--- config.mk ---
export PLATFORM = sky130hd
export DESIGN_NAME = zsq_sequencer
export DESIGN_NICKNAME = d
export VERILOG_FILES = /design/src/rtl/zsq_pkg.sv /design/src/rtl/zsq_ratio.sv /design/src/rtl/zsq_split.sv /design/src/rtl/zsq_pair.sv /design/src/rtl/zsq_sequencer.sv
export SDC_FILE = /design/constraint.sdc
export NUM_CORES = 1
export LEC_CHECK = 0
export ABC_CLOCK_PERIOD_IN_PS = 29700
export BUFFER_PORTS_ARGS = -buffer_cell sky130_fd_sc_hd__buf_4
export CAP_MARGIN = 20
export CORE_MARGIN = 3
export CORE_UTILIZATION = 60
export CTS_BUF_LIST = sky130_fd_sc_hd__clkbuf_4 sky130_fd_sc_hd__clkbuf_8
export CTS_CLUSTER_SIZE = 12
export DETAILED_ROUTE_END_ITERATION = 8
export GPL_TIMING_DRIVEN = 0
export PLACE_DENSITY = 0.74
export SLEW_MARGIN = 25
export SYNTH_ARGS = -nofsm -noshare
export SYNTH_HDL_FRONTEND = slang
export SYNTH_SLANG_ARGS = --single-unit
--- constraint.sdc ---
create_clock -name clk -period 29.7 [get_ports clk]
set_clock_uncertainty 0.05 [all_clocks]
set_input_delay 4.455 -clock clk [delete_from_list [all_inputs] [get_ports clk]]
set_output_delay 4.455 -clock clk [all_outputs]
set_load 0.005 [all_outputs]
--- src/rtl/zsq_pkg.sv ---
package zsq_pkg;
    typedef enum logic [1:0] {
        PAT_ZERO_POS     = 2'd0,
        PAT_NEG_ZERO     = 2'd1,
        PAT_NEG_ZERO_POS = 2'd2,
        PAT_ZERO_ONLY    = 2'd3
    } pat_e;

    localparam logic [2:0] ST_POS = 3'd1;
    localparam logic [2:0] ST_ZU2 = 3'd2;
    localparam logic [2:0] ST_ZU1 = 3'd3;
    localparam logic [2:0] ST_ZL1 = 3'd4;
    localparam logic [2:0] ST_ZL2 = 3'd5;
    localparam logic [2:0] ST_NEG = 3'd6;

    localparam int NGRP  = 2;
    localparam int NSLOT = 2 + 2 * NGRP;
endpackage

--- src/rtl/zsq_ratio.sv ---
module zsq_ratio #(
    parameter int MW       = 8,
    parameter int KW       = MW + 1,
    parameter int BREAK    = 102,
    parameter int SLOPE_LO = 0,
    parameter int OFF_LO   = 128,
    parameter int SLOPE_HI = 448,
    parameter int OFF_HI   = -50
) (
    input  logic [MW-1:0] i_m,
    output logic [KW-1:0] o_k
);
    localparam int KMAX = 1 << MW;

    int prod_v;
    int raw_v;

    always_comb begin
        if (int'(i_m) < BREAK) begin
            prod_v = SLOPE_LO * int'(i_m);
            raw_v  = OFF_LO + (prod_v >>> MW);
        end else begin
            prod_v = SLOPE_HI * int'(i_m);
            raw_v  = OFF_HI + (prod_v >>> MW);
        end
        if (raw_v < 0) begin
            o_k = '0;
        end else if (raw_v > KMAX) begin
            o_k = KW'(KMAX);
        end else begin
            o_k = KW'(raw_v);
        end
    end
endmodule

--- src/rtl/zsq_split.sv ---
module zsq_split #(
    parameter int DW = 16,
    parameter int MW = 8,
    parameter int KW = MW + 1
) (
    input  logic [DW-1:0] i_dwell,
    input  logic [KW-1:0] i_k,
    input  logic          i_prim_only,
    output logic [DW-1:0] o_prim,
    output logic [DW-1:0] o_sec
);
    localparam int PW = DW + KW;

    logic [PW-1:0] prod;
    logic [DW-1:0] scaled;

    assign prod   = PW'(i_dwell) * PW'(i_k);
    assign scaled = DW'(prod >> MW);
    assign o_prim = i_prim_only ? i_dwell : scaled;
    assign o_sec  = i_dwell - o_prim;
endmodule

--- src/rtl/zsq_pair.sv ---
module zsq_pair
    import zsq_pkg::*;
(
    input  logic       i_pos_side,
    input  logic       i_cur_pos,
    output logic [2:0] o_prim,
    output logic [2:0] o_sec
);
    always_comb begin
        case ({i_pos_side, i_cur_pos})
            2'b11:   begin o_prim = ST_ZL2; o_sec = ST_ZU1; end
            2'b10:   begin o_prim = ST_ZU1; o_sec = ST_ZL2; end
            2'b01:   begin o_prim = ST_ZL1; o_sec = ST_ZU2; end
            default: begin o_prim = ST_ZU2; o_sec = ST_ZL1; end
        endcase
    end
endmodule

--- src/rtl/zsq_sequencer.sv ---
module zsq_sequencer
    import zsq_pkg::*;
#(
    parameter int DW         = 16,
    parameter int MW         = 8,
    parameter int K_BREAK    = 102,
    parameter int K_SLOPE_LO = 0,
    parameter int K_OFF_LO   = 128,
    parameter int K_SLOPE_HI = 448,
    parameter int K_OFF_HI   = -50
) (
    input  logic          clk,
    input  logic          rst_n,
    input  logic          i_go,
    input  logic [2:0]    i_sector,
    input  logic [2:0]    i_region,
    input  logic [1:0]    i_pattern,
    input  logic          i_cur_pos,
    input  logic [DW-1:0] i_t_pos,
    input  logic [DW-1:0] i_t_neg,
    input  logic [DW-1:0] i_t_zero,
    input  logic [MW-1:0] i_mod,
    output logic          o_idle,
    output logic          o_seg_valid,
    input  logic          i_seg_ready,
    output logic [2:0]    o_seg_state,
    output logic [DW-1:0] o_seg_dur,
    output logic          o_seg_last
);
    localparam int KW = MW + 1;

    typedef struct packed {
        logic [NSLOT-1:0]         mask;
        logic [NSLOT-1:0][2:0]    st;
        logic [NSLOT-1:0][DW-1:0] du;
    } seq_t;

    seq_t s_d, s_q;

    pat_e          pat;
    logic [KW-1:0] k_val;
    logic          prim_only;
    logic          swap_ord;
    logic          use_neg;
    logic          use_pos;
    logic          sec_even;
    logic [DW-1:0] half_zero;
    logic [DW-1:0] grp_dw   [NGRP];
    logic [DW-1:0] grp_prim [NGRP];
    logic [DW-1:0] grp_sec  [NGRP];
    logic [2:0]    code_prim[NGRP];
    logic [2:0]    code_sec [NGRP];

    logic [NSLOT-1:0]         ld_mask;
    logic [NSLOT-1:0][2:0]    ld_st;
    logic [NSLOT-1:0][DW-1:0] ld_du;
    logic [NSLOT-1:0]         pick;

    assign pat       = pat_e'(i_pattern);
    assign prim_only = (i_region == 3'd1);
    assign sec_even  = (i_sector == 3'd2) || (i_sector == 3'd4) || (i_sector == 3'd6);
    assign swap_ord  = (i_region == 3'd2) && sec_even;
    assign use_neg   = (pat == PAT_NEG_ZERO) || (pat == PAT_NEG_ZERO_POS);
    assign use_pos   = (pat == PAT_ZERO_POS) || (pat == PAT_NEG_ZERO_POS);
    assign half_zero = i_t_zero >> 1;

    zsq_ratio #(
        .MW(MW), .KW(KW), .BREAK(K_BREAK),
        .SLOPE_LO(K_SLOPE_LO), .OFF_LO(K_OFF_LO),
        .SLOPE_HI(K_SLOPE_HI), .OFF_HI(K_OFF_HI)
    ) u_ratio (
        .i_m (i_mod),
        .o_k (k_val)
    );

    // group 0 sits next to the negative level, group 1 next to the positive level
    always_comb begin
        case (pat)
            PAT_NEG_ZERO:     begin grp_dw[0] = i_t_zero;  grp_dw[1] = '0; end
            PAT_NEG_ZERO_POS: begin grp_dw[0] = half_zero; grp_dw[1] = i_t_zero - half_zero; end
            default:          begin grp_dw[0] = '0;        grp_dw[1] = i_t_zero; end
        endcase
    end

    for (genvar g = 0; g < NGRP; g++) begin : g_grp
        zsq_pair u_pair (
            .i_pos_side (g == 1),
            .i_cur_pos  (i_cur_pos),
            .o_prim     (code_prim[g]),
            .o_sec      (code_sec[g])
        );
        zsq_split #(.DW(DW), .MW(MW), .KW(KW)) u_split (
            .i_dwell     (grp_dw[g]),
            .i_k         (k_val),
            .i_prim_only (prim_only),
            .o_prim      (grp_prim[g]),
            .o_sec       (grp_sec[g])
        );
    end

    // slot layout in time order: neg level, two zero groups, pos level
    always_comb begin
        ld_st[0] = ST_NEG;
        ld_du[0] = use_neg ? i_t_neg : '0;
        for (int g = 0; g < NGRP; g++) begin
            if (swap_ord) begin
                ld_st[1 + 2*g] = code_sec[g];
                ld_du[1 + 2*g] = grp_sec[g];
                ld_st[2 + 2*g] = code_prim[g];
                ld_du[2 + 2*g] = grp_prim[g];
            end else begin
                ld_st[1 + 2*g] = code_prim[g];
                ld_du[1 + 2*g] = grp_prim[g];
                ld_st[2 + 2*g] = code_sec[g];
                ld_du[2 + 2*g] = grp_sec[g];
            end
        end
        ld_st[NSLOT-1] = ST_POS;
        ld_du[NSLOT-1] = use_pos ? i_t_pos : '0;
        for (int i = 0; i < NSLOT; i++) begin
            ld_mask[i] = (ld_du[i] != '0);
        end
    end

    assign o_idle      = (s_q.mask == '0);
    assign o_seg_valid = !o_idle;
    assign pick        = s_q.mask & (~s_q.mask + NSLOT'(1));
    assign o_seg_last  = o_seg_valid && ((s_q.mask & (s_q.mask - NSLOT'(1))) == '0);

    always_comb begin
        o_seg_state = '0;
        o_seg_dur   = '0;
        for (int i = 0; i < NSLOT; i++) begin
            if (pick[i]) begin
                o_seg_state = o_seg_state | s_q.st[i];
                o_seg_dur   = o_seg_dur | s_q.du[i];
            end
        end
    end

    always_comb begin
        s_d = s_q;
        if (o_idle && i_go) begin
            s_d.mask = ld_mask;
            s_d.st   = ld_st;
            s_d.du   = ld_du;
        end else if (o_seg_valid && i_seg_ready) begin
            s_d.mask = s_q.mask & (s_q.mask - NSLOT'(1));
        end
    end

    always_ff @(posedge clk) begin
        if (!rst_n) begin
            s_q <= '0;
        end else begin
            s_q <= s_d;
        end
    end
endmodule

-- Yosys cells after proc, flatten, opt, wreduce, memory -nomap -nowiden
Cells that the tools add are included.
- add/subtract/negate cells: 6
- $mul: 3
- divide/modulo/power cells: 0
- $lt $le $gt $ge: 3
- eq/ne operators: 7
- shifts and indexed selects: 0
- muxes and demuxes: 30
- bitwise gates (word level): 14
- reduce and logical (&&, ||, !) cells: 19
- operators by type and width (kind ; number):
    $mux W16 ; 10
    $mux W32 ; 3
    $reduce_bool A16 Y1 ; 6
    $or A16 B16 Y16 ; 5
    $pmux W32 S2 ; 1
    $mul A16 B9 Y24 ; 2
    $gt A32 B10 Y1 const B ; 1
    $lt A32 B1 Y1 const B ; 1
    $sub A16 B16 Y16 ; 2
    $add A7 B24 Y25 const A ; 1
    $mux W3 ; 8
    $mux W6 ; 4
    $mux W9 ; 2
    $sub A16 B15 Y16 ; 1
    $and A6 B6 Y6 ; 2
    $logic_not A6 Y1 ; 2
    $or A3 B3 Y3 ; 4
    $pmux W3 S2 ; 2
    $mul A3 B8 Y11 const A ; 1
    $lt A8 B7 Y1 const B ; 1
    $add A6 B1 Y6 const B ; 1
    $eq A3 B2 Y1 const B ; 2
    $eq A3 B3 Y1 const B ; 2
    $not A6 Y6 ; 1
    11 further kinds ; 17
- register bits: 116
- latch bits: 0
- bits in writable memories: 0
- bits in read-only memories: 0
- output and inout port bits: 22
- word-level logic and storage cells: 95
- memories kept: 0

-- Depth between registers and ports, before layout
- depth in word-level cells: 14
- depth in mapped cells: 55
- gate-level depth less buffers: 51

-- Modules after synthesis
A second synthesis with hierarchy kept.
- cells, all modules: 2491
- area, all modules: 20031.7 µm²
- by module, submodules not included (module ; times used ; cells an instance ; area each (µm²)):
    zsq_sequencer ; 1 ; 918 ; 7420.9
    zsq_split at g_grp[0].u_split ; 1 ; 722 ; 5788.1
    zsq_split at g_grp[1].u_split ; 1 ; 708 ; 5703.0
    zsq_ratio ; 1 ; 131 ; 1052.3
    zsq_pair ; 2 ; 6 ; 33.8

-- Worst setup path before layout
Ideal clock, no wire load.
- path type: input-to-reg
- from: in i_mod[0]
- to: reg s_q[117] in the netlist's numbering
- library setup time: 0.140 ns
- arrival: 16.193 ns
- slack: 13.317 ns
- stages on the path: 51
- path through: fa_1 ha_1 fa_1 clkbuf_1 inv_1 ha_1 nand3b_1 a2111oi_0 a2111oi_2 a211oi_2 a311oi_2 nand2b_4 or3_1 clkbuf_1 nor2_1 clkbuf_1 nand2_1 fa_1 (+15 left out) a21o_1 a21oi_1 nor2b_1 or2_2 o31ai_1 a211oi_1 nand4b_1 a21oi_1 o31ai_2 a311oi_1 o31ai_1 and3_1 clkbuf_1 o21ai_1 a22o_1 a21oi_1 nor4b_1 a31oi_1
- longest elaborated chain between the ends: 12
- elaborated cells between the ends (all ways): 14
- classes of those cells: add/sub: 2; mul: 2; order compare: 3; mux: 6; reduce/logical: 1
- ends and longest elaborated chain (element ; RTL line ; RTL):
    start: declaration ; zsq_sequencer.sv:22 ; input logic [MW-1:0] i_mod,
    $mul A3 B8 Y11 ; zsq_ratio.sv:23 ; prod_v = SLOPE_HI * int'(i_m);
    $add A7 B24 Y25 ; zsq_ratio.sv:24 ; raw_v = OFF_HI + (prod_v >>> MW);
    $mux W32 (*) ; zsq_ratio.sv:19 ; if (int'(i_m) < BREAK) begin
    $gt A32 B10 Y1 ; zsq_ratio.sv:28 ; end else if (raw_v > KMAX) begin
    $mux W9 ; zsq_ratio.sv:28 ;
    $mux W9 (*) ; zsq_ratio.sv:26 ; if (raw_v < 0) begin
    $mul A16 B9 Y24 (*) ; zsq_split.sv:17 ; assign prod = PW'(i_dwell) * PW'(i_k);
    $mux W16 (*) ; zsq_split.sv:19 ; assign o_prim = i_prim_only ? i_dwell : scaled;
    $sub A16 B16 Y16 ; zsq_split.sv:20 ; assign o_sec = i_dwell - o_prim;
    $mux W32 (*) ; zsq_sequencer.sv:106 ; if (swap_ord) begin
    $reduce_bool A16 Y1 (*) ; zsq_sequencer.sv:121 ; ld_mask[i] = (ld_du[i] != '0);
    $mux W6 (*) ; zsq_sequencer.sv:143 ; if (o_idle && i_go) begin
    end signal: assignment ; zsq_sequencer.sv:154 ; s_q <= '0;
    end signal: assignment ; zsq_sequencer.sv:156 ; s_q <= s_d;
    end: declaration ; zsq_sequencer.sv:38 ; seq_t s_d, s_q;
Mark *: on every way between the ends. The rest lies on a longest branch, timed or not.
A chain may end at the register's enable or synchronous reset.

-- Final worst setup path
Ends and elaborated chain as after synthesis.

==> results.yml <==
synthesis:
  netlist_instances: 2674
  synth_top_cell_by_area: "fa_1"
  yosys_most_used_dff: "dfxtp_1"
  synth_area_mm2: 0.0197
  synth_warnings: 0
  synthArstFlopShare_pct: 0
  seq_area_frac_synth_pct: 10.6
  synth.avg_cell_area_um2: 7.39
  synth_cell_type_count: 105
  synth.area.top_cells: "fa_1 21%, dfxtp_1 11%, ha_1 7.9%"
  synth_edf_count: 0
  synth_fp_nets: 3072
  yosysTopAreaCellShare_pct: 20.8
  synthTopCellsByCount: "363 x nor2_1, 313 x nand2_1, 277 x inv_1"
  ys_seq_elements: 105
  yosysMostFrequentCell: "nor2_1"
floorplanning:
  std_cell_rows: 65
  start_util_pct: 61.8
  fp.dieW_um: 187
  core_area_mm2: 0.0320
  die-area_mm2: 0.0351
  io_pins: 91
  fp.dieH_um: 187
cells_and_area:
  seq_area_mm2: 0.00210
  fin_cells: 3216
  regMostFlops: "s_q"
  top_regs: "s_q (105)"
  antenna_cells: 0
  fin_nets: 3174
  area_growth_pct: 7.39
  drive_above_1_share_pct: 6.65
  finish.utilization_pct: 66.4
  multiInputGateArea_mm2: 0.0160
  nFillCells: 2974
  largest_reg_flops: 105
placed_design:
  dp_hpwl_um: 58800
  io_buffers: 90
  dp_cells: 3199
  globalplace.congestion: 1.05
drt:
  vias_per_cell: 6.56
  drt_iter0_markers: 2546
  vias: 21108
  drt-pass1-iter-count: 6
  drc: 0
  avgRoutedWirePerCell_um: 22.5
  antenna_left: 0
  routed_wl_um: 72400
clock_network:
  ctsHoldBuffers: 0
  clockBufferDepth: 2
  path_clk_slew_ps: 100
  cts_tree: "yes"
  htree_levels: 3
  cts-root-buf: "clkbuf_8"
  cts.sinks: 105
  numCtsBuffers: 9
  cts_resized: 0
  cts_setup_buffers: 0
  worstSkewPairLatency_ps: 390
min_path:
  hold_class: "reg -> reg"
  hold_start: "s_q[5]"
  min_path_cells: 2
  whs_endpoint: "s_q[5]"
timing:
  rsz0062_at_grt: "false"
  whs_ps: 411
  max_slew_margin_pct: 21.7
  fin_tns_setup_ps: 0
  tightest_slew_ps: 1170
  setup_violations: 0
  fin_crit_ps: 19490
  max_freq_mhz: 51.3
  finalMaxSlewViolations: 0
  finalCritPeriodShare_pct: 65.6
  hold_viol: 0
setup_path:
  setup.worst_path.class: "in -> reg"
  required_ps: 29890
  critical_path.slowest_cell: "nor2_1"
  crit_top_cell: "fa_1"
  rr_startpoint: "s_q[116]"
  cp.arrival_ps: 19670
  r2r_slack_ps: 26270
  cpPeakStageDelay_ps: 900
  end_kind: "register"
  r2r_cells: 9
  crit_fanout: 10
  reg2reg_to: "s_q[47]"
  startpoint_type: "primary input"
pwr:
  pwr-share-seq_pct: 11.3
  power_density_mw_per_mm2: 87.1
  power_switching_uw: 1080
  internal_power_uw: 765
  p_leak_uw: 0.00968
  switching_share_pct: 58.6
  pwr-share-clk_pct: 5.2
  combinationalPowerShare_pct: 83.5
  ir_drop_uv: 65.0
global_routing:
  grt_usage_pct: 40.4
  grt_max_degree: 17
  grt_pass1_vias: 20549
  grt_pass1_wl_um: 112000
  grt_antenna_before_repair: 0
  grt_overflow: 0
outcome:
  outcome: "complete, no violations"
job:
  drv_cap: 0
power by group through the flow:
stage          Sequential, uW  Combinational (uW)  Clock [uW]
2_1_floorplan             199                1110           0
3_5_place_dp              209                1490           0
4_1_cts                   206                1490        95.1
6_report                  208                1540        96.3
3_3_place_gp              208                1450           0
5_1_grt                   211                1680         102
critical path, delay by kind of cell:
kind            cells  cell delay [ps]
fa+ha+maj          11             4330
xor+xnor            1              130
compound gates     17             4340
simple gates       15             4450
buf+inv             8             1930
metrics by stage:
step           total power [uW]  setup WS, ps  cell area, um2
2_1_floorplan              1310         13320           19700
3_3_place_gp               1660         10590           21000
3_5_place_dp               1690         10320           21000
4_1_cts                    1790         10640           21200
5_1_grt                    2000          9460           21200
6_report                   1850         10210           21200
worst max path at each step:
stage | start | endpoint | slack (ps)
floorplan | i_mod[0] | s_q[117] | 13320
global route | i_mod[0] | s_q[117] | 9460
global placement | i_mod[0] | s_q[117] | 10590
finish | i_mod[0] | s_q[117] | 10210
detailed placement | i_mod[0] | s_q[117] | 10320
CTS | i_mod[0] | s_q[117] | 10640
cell families (layout without fill, tap and decap cells):
family / Yosys count / count (layout) / synth area share [%]
AO/OA/AOI/OAI: 673 / 673 / 23.3
XOR/XNOR: 73 / 73 / 3.65
multiplexers: 26 / 26 / 1.48
flip-flops: 105 / 105 / 10.6
AND/OR/NAND/NOR: 1023 / 1023 / 23.7
adder cells (fa/ha/maj): 333 / 333 / 28.8
buffers and inverters: 441 / 548 / 8.41
final cells by class:
cell class	instances	area share [%]
repair buffers	91	3.22
well taps	435	2.57
multi-input cells	2128	75.5
clock buffers	12	0.779
inverters	278	4.92
plain buffers	163	2.91
clock inverters	4	0.230
flip-flops and latches	105	9.91
layout by cell type, fill, tap and decap left out, types with 23 or more instances in the layout:
cell type / count
nor2_1: 363
nand2_1: 313
inv_1: 277
fa_1: 205
a21oi_1: 204
clkbuf_1: 143
ha_1: 124
dfxtp_1: 105
o21ai_0: 98
buf_4: 90
nand3_1: 81
nor3_1: 66
xnor2_1: 42
a21o_1: 41
a211oi_1: 40
a31oi_1: 26
and2_1: 26
nor4_1: 26
a22oi_1: 26
xor2_1: 25
nand2b_1: 23
nand4_1: 23
layer usage:
metal  global-route usage (%)  wire length (um)  vias to the layer above
li1                         -                 -                     9395
met1                     50.8             27100                    10110
met2                     64.3             32000                     1305
met3                     9.54              8410                      298
met4                     22.6              4950                        0
met5                        0                 0                        -
Power figures use the tool's default switching activity.
